## src/rtl/swl_pkg.sv

```systemverilog
package swl_pkg;
  localparam logic [2:0] CMD_RD  = 3'b110;
  localparam logic [2:0] CMD_WR  = 3'b011;
  localparam int START_W = 3;
  localparam int CMD_W   = 3;
  localparam int PAR_W   = 2;
  localparam int TURN_W  = 1;
  localparam int ACK_W   = 2;
  localparam int TAIL_W  = 2;
endpackage

```

## src/rtl/swl_bit_timer.sv

```systemverilog
module swl_bit_timer #(
  parameter int PER_W = 16
) (
  input  logic             clk,
  input  logic             rst_n,
  input  logic             run,
  input  logic             restart,
  input  logic [PER_W-1:0] period,
  output logic             at_mid,
  output logic             at_end
);
  logic [PER_W-1:0] cnt;

  assign at_end = run && (cnt == period - PER_W'(1));
  assign at_mid = run && (cnt == (period >> 1));

  always_ff @(posedge clk or negedge rst_n) begin
    if (!rst_n)       cnt <= '0;
    else if (restart) cnt <= '0;
    else if (run)     cnt <= at_end ? '0 : cnt + PER_W'(1);
  end

  AST_CNT_IN_RANGE: assert property (@(posedge clk) disable iff (!rst_n)
    run |-> (cnt < period));
endmodule

```

## src/rtl/swl_frame_build.sv

```systemverilog
module swl_frame_build import swl_pkg::*; #(
  parameter int ADDR_W = 5,
  parameter int DATA_W = 8,
  parameter int FR_W   = START_W + CMD_W + ADDR_W + 1 + DATA_W + PAR_W + TURN_W + ACK_W + TAIL_W
) (
  input  logic              wr,
  input  logic              idle_high,
  input  logic [ADDR_W-1:0] addr,
  input  logic [DATA_W-1:0] wdata,
  output logic [FR_W-1:0]   tx_vec,
  output logic [FR_W-1:0]   oe_vec,
  output logic [FR_W-1:0]   smp_vec
);
  localparam int HDR_W   = START_W + CMD_W + ADDR_W;
  localparam int BODY_W  = 1 + DATA_W + PAR_W;
  localparam int WTAIL_W = TURN_W + ACK_W + TAIL_W;

  logic [2:0] start_pat;
  logic [2:0] cmd;
  logic       par;

  assign start_pat = idle_high ? 3'b010 : 3'b101;
  assign cmd       = wr ? CMD_WR : CMD_RD;
  assign par       = ^{cmd, addr, wdata};

  always_comb begin
    if (wr) begin
      tx_vec  = {start_pat, cmd, addr, idle_high, wdata, par, ~par,
                 idle_high, {ACK_W{1'b0}}, {TAIL_W{idle_high}}};
      oe_vec  = {{(HDR_W + BODY_W){1'b1}}, {WTAIL_W{1'b0}}};
      smp_vec = {{(HDR_W + BODY_W + TURN_W){1'b0}}, {ACK_W{1'b1}}, {TAIL_W{1'b0}}};
    end else begin
      tx_vec  = {start_pat, cmd, addr, {(FR_W - HDR_W){idle_high}}};
      oe_vec  = {{HDR_W{1'b1}}, {(FR_W - HDR_W){1'b0}}};
      smp_vec = {{(HDR_W + 1){1'b0}}, {(DATA_W + PAR_W){1'b1}}, {WTAIL_W{1'b0}}};
    end
  end
endmodule

```

## src/rtl/swl_rx_check.sv

```systemverilog
module swl_rx_check import swl_pkg::*; #(
  parameter int ADDR_W = 5,
  parameter int DATA_W = 8
) (
  input  logic              clk,
  input  logic              rst_n,
  input  logic              clear,
  input  logic              shift_en,
  input  logic              din,
  input  logic [ADDR_W-1:0] addr,
  input  logic [DATA_W-1:0] wdata,
  output logic [DATA_W-1:0] rx_data,
  output logic              rx_par_bad,
  output logic              ack_bad
);
  localparam int RX_W = DATA_W + PAR_W;

  logic [RX_W-1:0] sh;
  logic            rd_par_exp;
  logic            wr_par_sent;

  always_ff @(posedge clk or negedge rst_n) begin
    if (!rst_n)        sh <= '0;
    else if (clear)    sh <= '0;
    else if (shift_en) sh <= {sh[RX_W-2:0], din};
  end

  assign rx_data     = sh[RX_W-1:PAR_W];
  assign rd_par_exp  = ^{CMD_RD, addr, rx_data};
  assign wr_par_sent = ^{CMD_WR, addr, wdata};
  assign rx_par_bad  = (sh[1] != rd_par_exp) || (sh[1] == sh[0]);
  assign ack_bad     = (sh[1:0] != {wr_par_sent, ~wr_par_sent});
endmodule

```

## src/rtl/swl_host_master.sv

```systemverilog
module swl_host_master import swl_pkg::*; #(
  parameter int ADDR_W = 5,
  parameter int DATA_W = 8,
  parameter int PER_W  = 16
) (
  input  logic              clk,
  input  logic              rst_n,
  input  logic              req_valid,
  output logic              req_ready,
  input  logic              req_write,
  input  logic [ADDR_W-1:0] req_addr,
  input  logic [DATA_W-1:0] req_wdata,
  input  logic [PER_W-1:0]  bit_period,
  input  logic              idle_high,
  output logic [DATA_W-1:0] rd_data,
  output logic              done,
  output logic              parity_err,
  output logic              ack_err,
  input  logic              line_in,
  output logic              line_out,
  output logic              line_oe
);
  localparam int HDR_W  = START_W + CMD_W + ADDR_W;
  localparam int BODY_W = 1 + DATA_W + PAR_W;
  localparam int FR_W   = HDR_W + BODY_W + TURN_W + ACK_W + TAIL_W;
  localparam int RD_LEN = HDR_W + BODY_W + TAIL_W;
  localparam int SLOT_W = $clog2(FR_W + 1);

  logic              busy;
  logic              wr_q;
  logic              idle_q;
  logic [ADDR_W-1:0] addr_q;
  logic [DATA_W-1:0] wdata_q;
  logic [PER_W-1:0]  per_q;
  logic [PER_W-1:0]  per_in;
  logic [SLOT_W-1:0] slot_q;
  logic [SLOT_W-1:0] last_slot;
  logic [FR_W-1:0]   tx_q, oe_q, smp_q;
  logic [FR_W-1:0]   tx_n, oe_n, smp_n;
  logic              accept, at_mid, at_end, frame_end;
  logic              done_q, perr_q, aerr_q;
  logic [DATA_W-1:0] rd_q;
  logic [DATA_W-1:0] rx_data;
  logic              rx_par_bad, ack_bad;

  assign req_ready = !busy;
  assign accept    = req_valid && !busy;
  assign per_in    = (bit_period < PER_W'(2)) ? PER_W'(2) : bit_period;
  assign last_slot = wr_q ? SLOT_W'(FR_W - 1) : SLOT_W'(RD_LEN - 1);
  assign frame_end = busy && at_end && (slot_q == last_slot);

  swl_frame_build #(.ADDR_W(ADDR_W), .DATA_W(DATA_W), .FR_W(FR_W)) i_build (
    .wr(req_write), .idle_high(idle_high), .addr(req_addr), .wdata(req_wdata),
    .tx_vec(tx_n), .oe_vec(oe_n), .smp_vec(smp_n)
  );

  swl_bit_timer #(.PER_W(PER_W)) i_timer (
    .clk(clk), .rst_n(rst_n), .run(busy), .restart(accept),
    .period(per_q), .at_mid(at_mid), .at_end(at_end)
  );

  swl_rx_check #(.ADDR_W(ADDR_W), .DATA_W(DATA_W)) i_rx (
    .clk(clk), .rst_n(rst_n), .clear(accept),
    .shift_en(busy && at_mid && smp_q[FR_W-1]), .din(line_in),
    .addr(addr_q), .wdata(wdata_q),
    .rx_data(rx_data), .rx_par_bad(rx_par_bad), .ack_bad(ack_bad)
  );

  always_ff @(posedge clk or negedge rst_n) begin
    if (!rst_n) begin
      busy <= 1'b0;  wr_q <= 1'b0;  idle_q <= 1'b0;
      addr_q <= '0;  wdata_q <= '0; per_q <= PER_W'(2);
      slot_q <= '0;  tx_q <= '0;    oe_q <= '0;  smp_q <= '0;
      done_q <= 1'b0; perr_q <= 1'b0; aerr_q <= 1'b0; rd_q <= '0;
    end else begin
      done_q <= 1'b0;
      if (accept) begin
        busy    <= 1'b1;
        wr_q    <= req_write;
        idle_q  <= idle_high;
        addr_q  <= req_addr;
        wdata_q <= req_wdata;
        per_q   <= per_in;
        slot_q  <= '0;
        tx_q    <= tx_n;
        oe_q    <= oe_n;
        smp_q   <= smp_n;
      end else if (busy && at_end) begin
        if (frame_end) begin
          busy   <= 1'b0;
          done_q <= 1'b1;
          if (wr_q) begin
            aerr_q <= ack_bad;
            perr_q <= 1'b0;
          end else begin
            rd_q   <= rx_data;
            perr_q <= rx_par_bad;
            aerr_q <= 1'b0;
          end
        end else begin
          slot_q <= slot_q + SLOT_W'(1);
          tx_q   <= {tx_q[FR_W-2:0], 1'b0};
          oe_q   <= {oe_q[FR_W-2:0], 1'b0};
          smp_q  <= {smp_q[FR_W-2:0], 1'b0};
        end
      end
    end
  end

  assign line_oe    = busy && oe_q[FR_W-1];
  assign line_out   = tx_q[FR_W-1];
  assign done       = done_q;
  assign rd_data    = rd_q;
  assign parity_err = perr_q;
  assign ack_err    = aerr_q;

  AST_START_ON_REQ: assert property (@(posedge clk) disable iff (!rst_n)
    $rose(busy) |-> $past(req_valid));
  AST_OE_AT_SLOT_EDGE: assert property (@(posedge clk) disable iff (!rst_n)
    (busy && $past(busy) && !$past(at_end)) |-> $stable(line_oe));
  AST_DONE_AFTER_FRAME: assert property (@(posedge clk) disable iff (!rst_n)
    done |-> ($past(busy) && !busy));
  AST_CFG_HELD: assert property (@(posedge clk) disable iff (!rst_n)
    (busy && $past(busy)) |-> ($stable(per_q) && $stable(idle_q)));
  AST_DONE_ONE_CLK: assert property (@(posedge clk) disable iff (!rst_n)
    done |=> !done);
endmodule

```

## config.mk

```make
export PLATFORM = sky130hd
export DESIGN_NAME = swl_host_master
export DESIGN_NICKNAME = d
export VERILOG_FILES = /design/src/rtl/swl_pkg.sv /design/src/rtl/swl_bit_timer.sv /design/src/rtl/swl_frame_build.sv /design/src/rtl/swl_rx_check.sv /design/src/rtl/swl_host_master.sv
export SDC_FILE = /design/constraint.sdc
export NUM_CORES = 1
export LEC_CHECK = 0
export CAP_MARGIN = 20
export CORE_ASPECT_RATIO = 1.5
export CORE_MARGIN = 4
export CORE_UTILIZATION = 60
export DETAILED_ROUTE_END_ITERATION = 16
export PLACE_DENSITY_LB_ADDON = 0.05
export RECOVER_POWER = 25
export SYNTH_ARGS = -nofsm -noshare
export SYNTH_HDL_FRONTEND = slang
export SYNTH_SLANG_ARGS = --single-unit
```

## constraint.sdc

```tcl
create_clock -name clk -period 5.2 [get_ports clk]
set_input_delay 1.04 -clock clk [delete_from_list [all_inputs] [get_ports clk]]
set_output_delay 1.04 -clock clk [all_outputs]
set_load 0.02 [all_outputs]
```

# Word level (Yosys, flattened, before mapping)

Index checks and enable logic that the tools add are counted.

$add $sub $neg: 3
Order comparisons: 1
Equal/unequal tests: 7
Muxes and demuxes: 32
Bitwise gates (word level): 4
Reduce and logical (&&, ||, !) cells: 21

Operators with widths:

| cell                    | number |
|---|---|
| $mux W27                | 9 |
| $mux W16                | 5 |
| $reduce_xor A16 Y1      | 3 |
| $mux W15                | 2 |
| $mux W10                | 2 |
| $add A16 B1 Y16 const B | 1 |
| $eq A16 B15 Y1          | 1 |
| $eq A16 B16 Y1          | 1 |
| $lt A16 B2 Y1 const B   | 1 |
| $sub A16 B1 Y16 const B | 1 |
| $mux W5                 | 3 |
| $logic_and A1 B1 Y1     | 8 |
| $mux W1                 | 8 |
| $reduce_bool A2 Y1      | 4 |
| $mux W3                 | 2 |
| $add A5 B1 Y5 const B   | 1 |
| $eq A5 B5 Y1            | 1 |
| $mux W4                 | 1 |
| $not A1 Y1              | 4 |
| $reduce_and A2 Y1       | 2 |
| $reduce_and A4 Y1       | 1 |
| $reduce_and A3 Y1       | 1 |
| $ne A2 B2 Y1            | 1 |
| $ne A2 B2 Y1 const B    | 1 |
| other kinds (4)         | 4 |

Bits in registers: 154
Input bits: 35

# Longest topological paths before layout

Depth in word-level cells: 8
Depth in mapped cells: 12
Gate-level depth less buffers: 10

# Modules after synthesis

Synthesis repeated with hierarchy kept, for this count alone.

Cells, all modules: 1008
Area, all modules: 8745.9 um^2

By module, submodules not included:

| module          | times used | cells each | area an instance (um^2) | sequential area each (um^2) |
|---|---|---|---|---|
| swl_host_master | 1          | 641        | 5680.4                  | 3204.3 |
| swl_bit_timer   | 1          | 204        | 1649.1                  | 400.4 |
| swl_frame_build | 1          | 102        | 738.2                   | 0.0 |
| swl_rx_check    | 1          | 61         | 678.2                   | 250.2 |

# Worst setup path before layout

Ideal clock, no wire load.

Path kind: reg2reg
From: register per_q[0]
To: register rd_q[0] (netlist: rd_data[0])
Arrival time: 2.952 ns
Data required time: 5.075 ns
Slack: 2.123 ns
Stages on the path, launching flop included: 12
Clock period less this slack: 3.077 ns
Cell sequence: dfrtp_1 inv_1 ha_1 or4b_4 nor4_2 mux2i_1 mux2_2 nor2b_1 nand2_2 or4_4 buf_6 mux2_4

Longest elaborated chain between the ends: 6

Ends and longest elaborated chain:

| item                                   | line                                         | source |
|---|---|---|
| start, declared                        | swl_host_master.sv:34                        | `logic [PER_W-1:0] per_q;` |
| start signal, assigned                 | swl_host_master.sv:83                        | `per_q <= per_in;` |
| $sub A16 B1 Y16 (*)                    | swl_bit_timer.sv:14                          | `assign at_end = run && (cnt == period - PER_W'(1));` |
| $eq A16 B16 Y1 (*)                     | swl_bit_timer.sv:14                          |  |
| $logic_and A1 B1 Y1 (*)                | swl_bit_timer.sv:14                          |  |
| $logic_and A1 B1 Y1 (*)                | swl_host_master.sv:50, swl_host_master.sv:88 |  |
| $logic_and A1 B1 Y1                    | swl_host_master.sv:50                        | `assign frame_end = busy && at_end && (slot_q == last_slot);` |
| $reduce_and A4 Y1 (no source line) (*) | --                                           |  |
| end signal, assigned                   | swl_host_master.sv:96                        | `rd_q <= rx_data;` |
| end, declared                          | swl_host_master.sv:42                        | `logic [DATA_W-1:0] rd_q;` |

Every way passes the cells marked *; elsewhere a longest branch is shown, timed or not.
A chain may end at the register's enable or synchronous reset.

# Worst setup path after layout

From: register per_q[0]
To: register smp_q[13]

Longest elaborated chain between the ends: 7

Ends and longest elaborated chain:

| item                                   | line                                         | source |
|---|---|---|
| $sub A16 B1 Y16 (*)                    | swl_bit_timer.sv:14                          |  |
| $eq A16 B16 Y1 (*)                     | swl_bit_timer.sv:14                          |  |
| $logic_and A1 B1 Y1 (*)                | swl_bit_timer.sv:14                          |  |
| $logic_and A1 B1 Y1 (*)                | swl_host_master.sv:50, swl_host_master.sv:88 |  |
| $logic_and A1 B1 Y1                    | swl_host_master.sv:50                        |  |
| $ne A2 B2 Y1 (no source line)          | --                                           |  |
| $reduce_and A2 Y1 (no source line) (*) | --                                           |  |
| end signal, assigned                   | swl_host_master.sv:87                        | `smp_q <= smp_n;` |
| end signal, assigned                   | swl_host_master.sv:104                       | `smp_q <= {smp_q[FR_W-2:0], 1'b0};` |
| end, declared                          | swl_host_master.sv:38                        | `logic [FR_W-1:0] tx_q, oe_q, smp_q;` |

Marks and branches as above.

==> metrics.txt <==
run status complete, but fails checks; failing checks capacitance limit, slew limit; asr flop ratio synth 1.00; CTS buffer count 17; Area after DPL 0.00768 mm²; CTS resizes 0; H-tree depth 4; share of cells above drive strength 1 0.129; routed wire length 15,400 µm; drt drc 0; initial antenna violation count 0; setup TNS 0 ns; port bufs 48; CTS Root Cell clkbuf_16; min cycle time layout 3.69 ns; Hold Buf Count CTS 0; Arr. time, crit path 3.99 ns; dominant cell by count in the synthesized netlist dfrtp_1; Worst Tran Pin Value 2.71 ns; via count 5,329; pin count of the biggest net entering global routing 110; post-CTS setup buffers 0; Leakage 0.00377 µW; core area 0.0116 mm²; clock sinks 145; Peak VDD IR 266 µV; Die Span Y 142 µm; RePlAce Congestion 0.912; CTS tree yes; design area 0.00827 mm²; clk slew on worst S/H paths 0.07 ns; final setup fails 0; 1st-iter DRT viols 238; DIE WIDTH 97.2 µm; global-route wire length before repair 26,000 µm; TritonRoute pass-1 iters 6; Syn-to-layout area delta 15.6%; slew margin rel. -0.810; cell count after synthesis 737; synth cell count leaders 144 x dfrtp_1, 114 x nand2_1, 86 x nor2_1, 45 x xnor2_1; Die ar. 0.0138 mm²; crit end category register; n_diodes 0; clk buf depth 2; HP Class reg -> reg; NumNets Final 803; worst-path maximum fanout 70; Max Cap Viol 1; number of synthesized register bits 145; Syn Nets 775; number of synthesized flops with an enable pin 0; CP startpoint kind register; RSZ-0062 raised after global routing false; Final Skew 0.0102 ns; GRT Resource Usage Total 0.234; Starting Density 0.617; crit share post-route 0.709; Fmax 271 MHz; sequential cell area fraction in the yosys report 0.507; Yosys top cell area share 0.504; gr ovfl total 0; Area contributors post-synth dfrtp_1 50%, nand2_1 6.0%, xnor2_1 5.5%, nor2_1 4.5%, o221a_2 3.9%; Final Hold Vio Count 0; ys flop type dfrtp_1; Final Max Tran Viols 110; Ys Warns 0; Clock Latency Late Sink 0.42 ns; Syn Area/Cell 9.71 µm²; post-DP HPWL 10,600 µm; Via density 5.74; # rows 48; Avg WL per Cell 16.6 µm; Yosys cell types 55; Req. time, crit path 5.50 ns; power density over the cells 390 mW/mm²; Synth area leader dfrtp_1; kind of critical path reg -> reg; # IOs 49; Post-Syn Area 0.00715 mm²; vias in the first global route 5,394; Post-DRT Antenna Nets 0
power breakdown:
group          leakage, µW  internal, µW  switching (µW)  total, µW
Combinational      0.00174           298             282        580
Clock             0.000284           647             522       1170
Sequential         0.00174          1300             177       1470
path summary, 6_finish.rpt:
path / slack, ns / startpoint / depth (start not counted) / endpoint
max: 1.51 / per_q[0]$_DFFE_PN0P_ / 10 / smp_q[13]$_DFFE_PN0P_
min: 0.49 / tx_q[6]$_DFFE_PN0P_ / 2 / tx_q[6]$_DFFE_PN0P_
max reg2reg: 1.51 / per_q[0]$_DFFE_PN0P_ / 10 / smp_q[13]$_DFFE_PN0P_
min reg2reg: 0.49 / tx_q[6]$_DFFE_PN0P_ / 2 / tx_q[6]$_DFFE_PN0P_
max in group asynchronous: 2.02 / rst_n / 2 / per_q[1]$_DFFE_PN1P_
min in group asynchronous: 1.45 / rst_n / 1 / per_q[11]$_DFFE_PN0P_
cells by family after synthesis:
family	after synthesis	share of synthesized area
AOI/OAI and AO/OA	122	0.121
xor gates and xnor gates	76	0.0931
adders and majority gates	3	0.00525
buffers and inverters	77	0.0457
DFF	145	0.507
muxes	22	0.0367
and+or+nand+nor	292	0.191
layer usage:
layer / wire (µm) / share of wire / vias up / track usage
li1: - / - / 2575 / -
met1: 6440 / 0.42 / 2603 / 0.288
met2: 7950 / 0.52 / 114 / 0.396
met3: 525 / 0.034 / 37 / 0.0502
met4: 467 / 0.030 / 0 / 0.104
met5: 0 / 0 / - / 0
cell usage in the layout, fill, tap and decap left out, types with 11 or more instances in the layout:
master / instances
o221a_2: 25
xor2_1: 31
nand4_1: 11
a21oi_1: 31
nand2_1: 114
inv_1: 30
clkdlybuf4s50_1: 47
mux2i_1: 12
a211oi_1: 11
nor2_1: 86
nand3_1: 23
o21ai_0: 27
clkbuf_16: 17
dfrtp_1: 144
xnor2_1: 45
flip-flops by register name, indices dropped and copies added (netlist names):
| signal | count |
|---|---|
| rd_data | 8 |
| wdata_q | 8 |
| i_timer.cnt | 16 |
| oe_q | 20 |
| i_rx.sh | 10 |
| ack_err | 1 |
| done | 1 |
| wr_q | 1 |
| smp_q | 25 |
| busy | 1 |
| slot_q | 5 |
| addr_q | 5 |
| tx_q | 27 |
| per_q | 16 |
| parity_err | 1 |
critical path, stage by stage (launching register included):
cell and delay [ns]:
dfrtp_1 0.44, inv_1 0.11, ha_1 0.23, or4b_4 0.53
nor4_2 0.31, mux2i_1 0.22, mux2_2 0.20, nor2b_1 0.30
nand3_4 0.39, buf_4 0.47, o221a_2 0.35
final cells by class:
cell class                      count  area (µm²)
Sequential cell                   145        3630
Fill cell                         855        3320
Multi-Input combinational cell    515        3210
Timing Repair Buffer               56         556
Clock buffer                       18         439
Tap cell                          150         188
Clock inverter                     14         135
Inverter                           30         113
per-stage QoR:
stage	power (µW)	setup slack [ns]	util	std cells	hold WS [ns]
CTS	3240	1.52	0.712	927	0.496
finish	3220	1.51	0.714	928	0.490
global route	3390	1.25	0.714	928	0.510
global placement	2040	1.61	0.662	895	0.455
floorplan	1890	2.12	-	737	0.442
detailed placement	2070	1.55	0.662	895	0.467
Note: power is estimated with default switching activity, not from simulation.
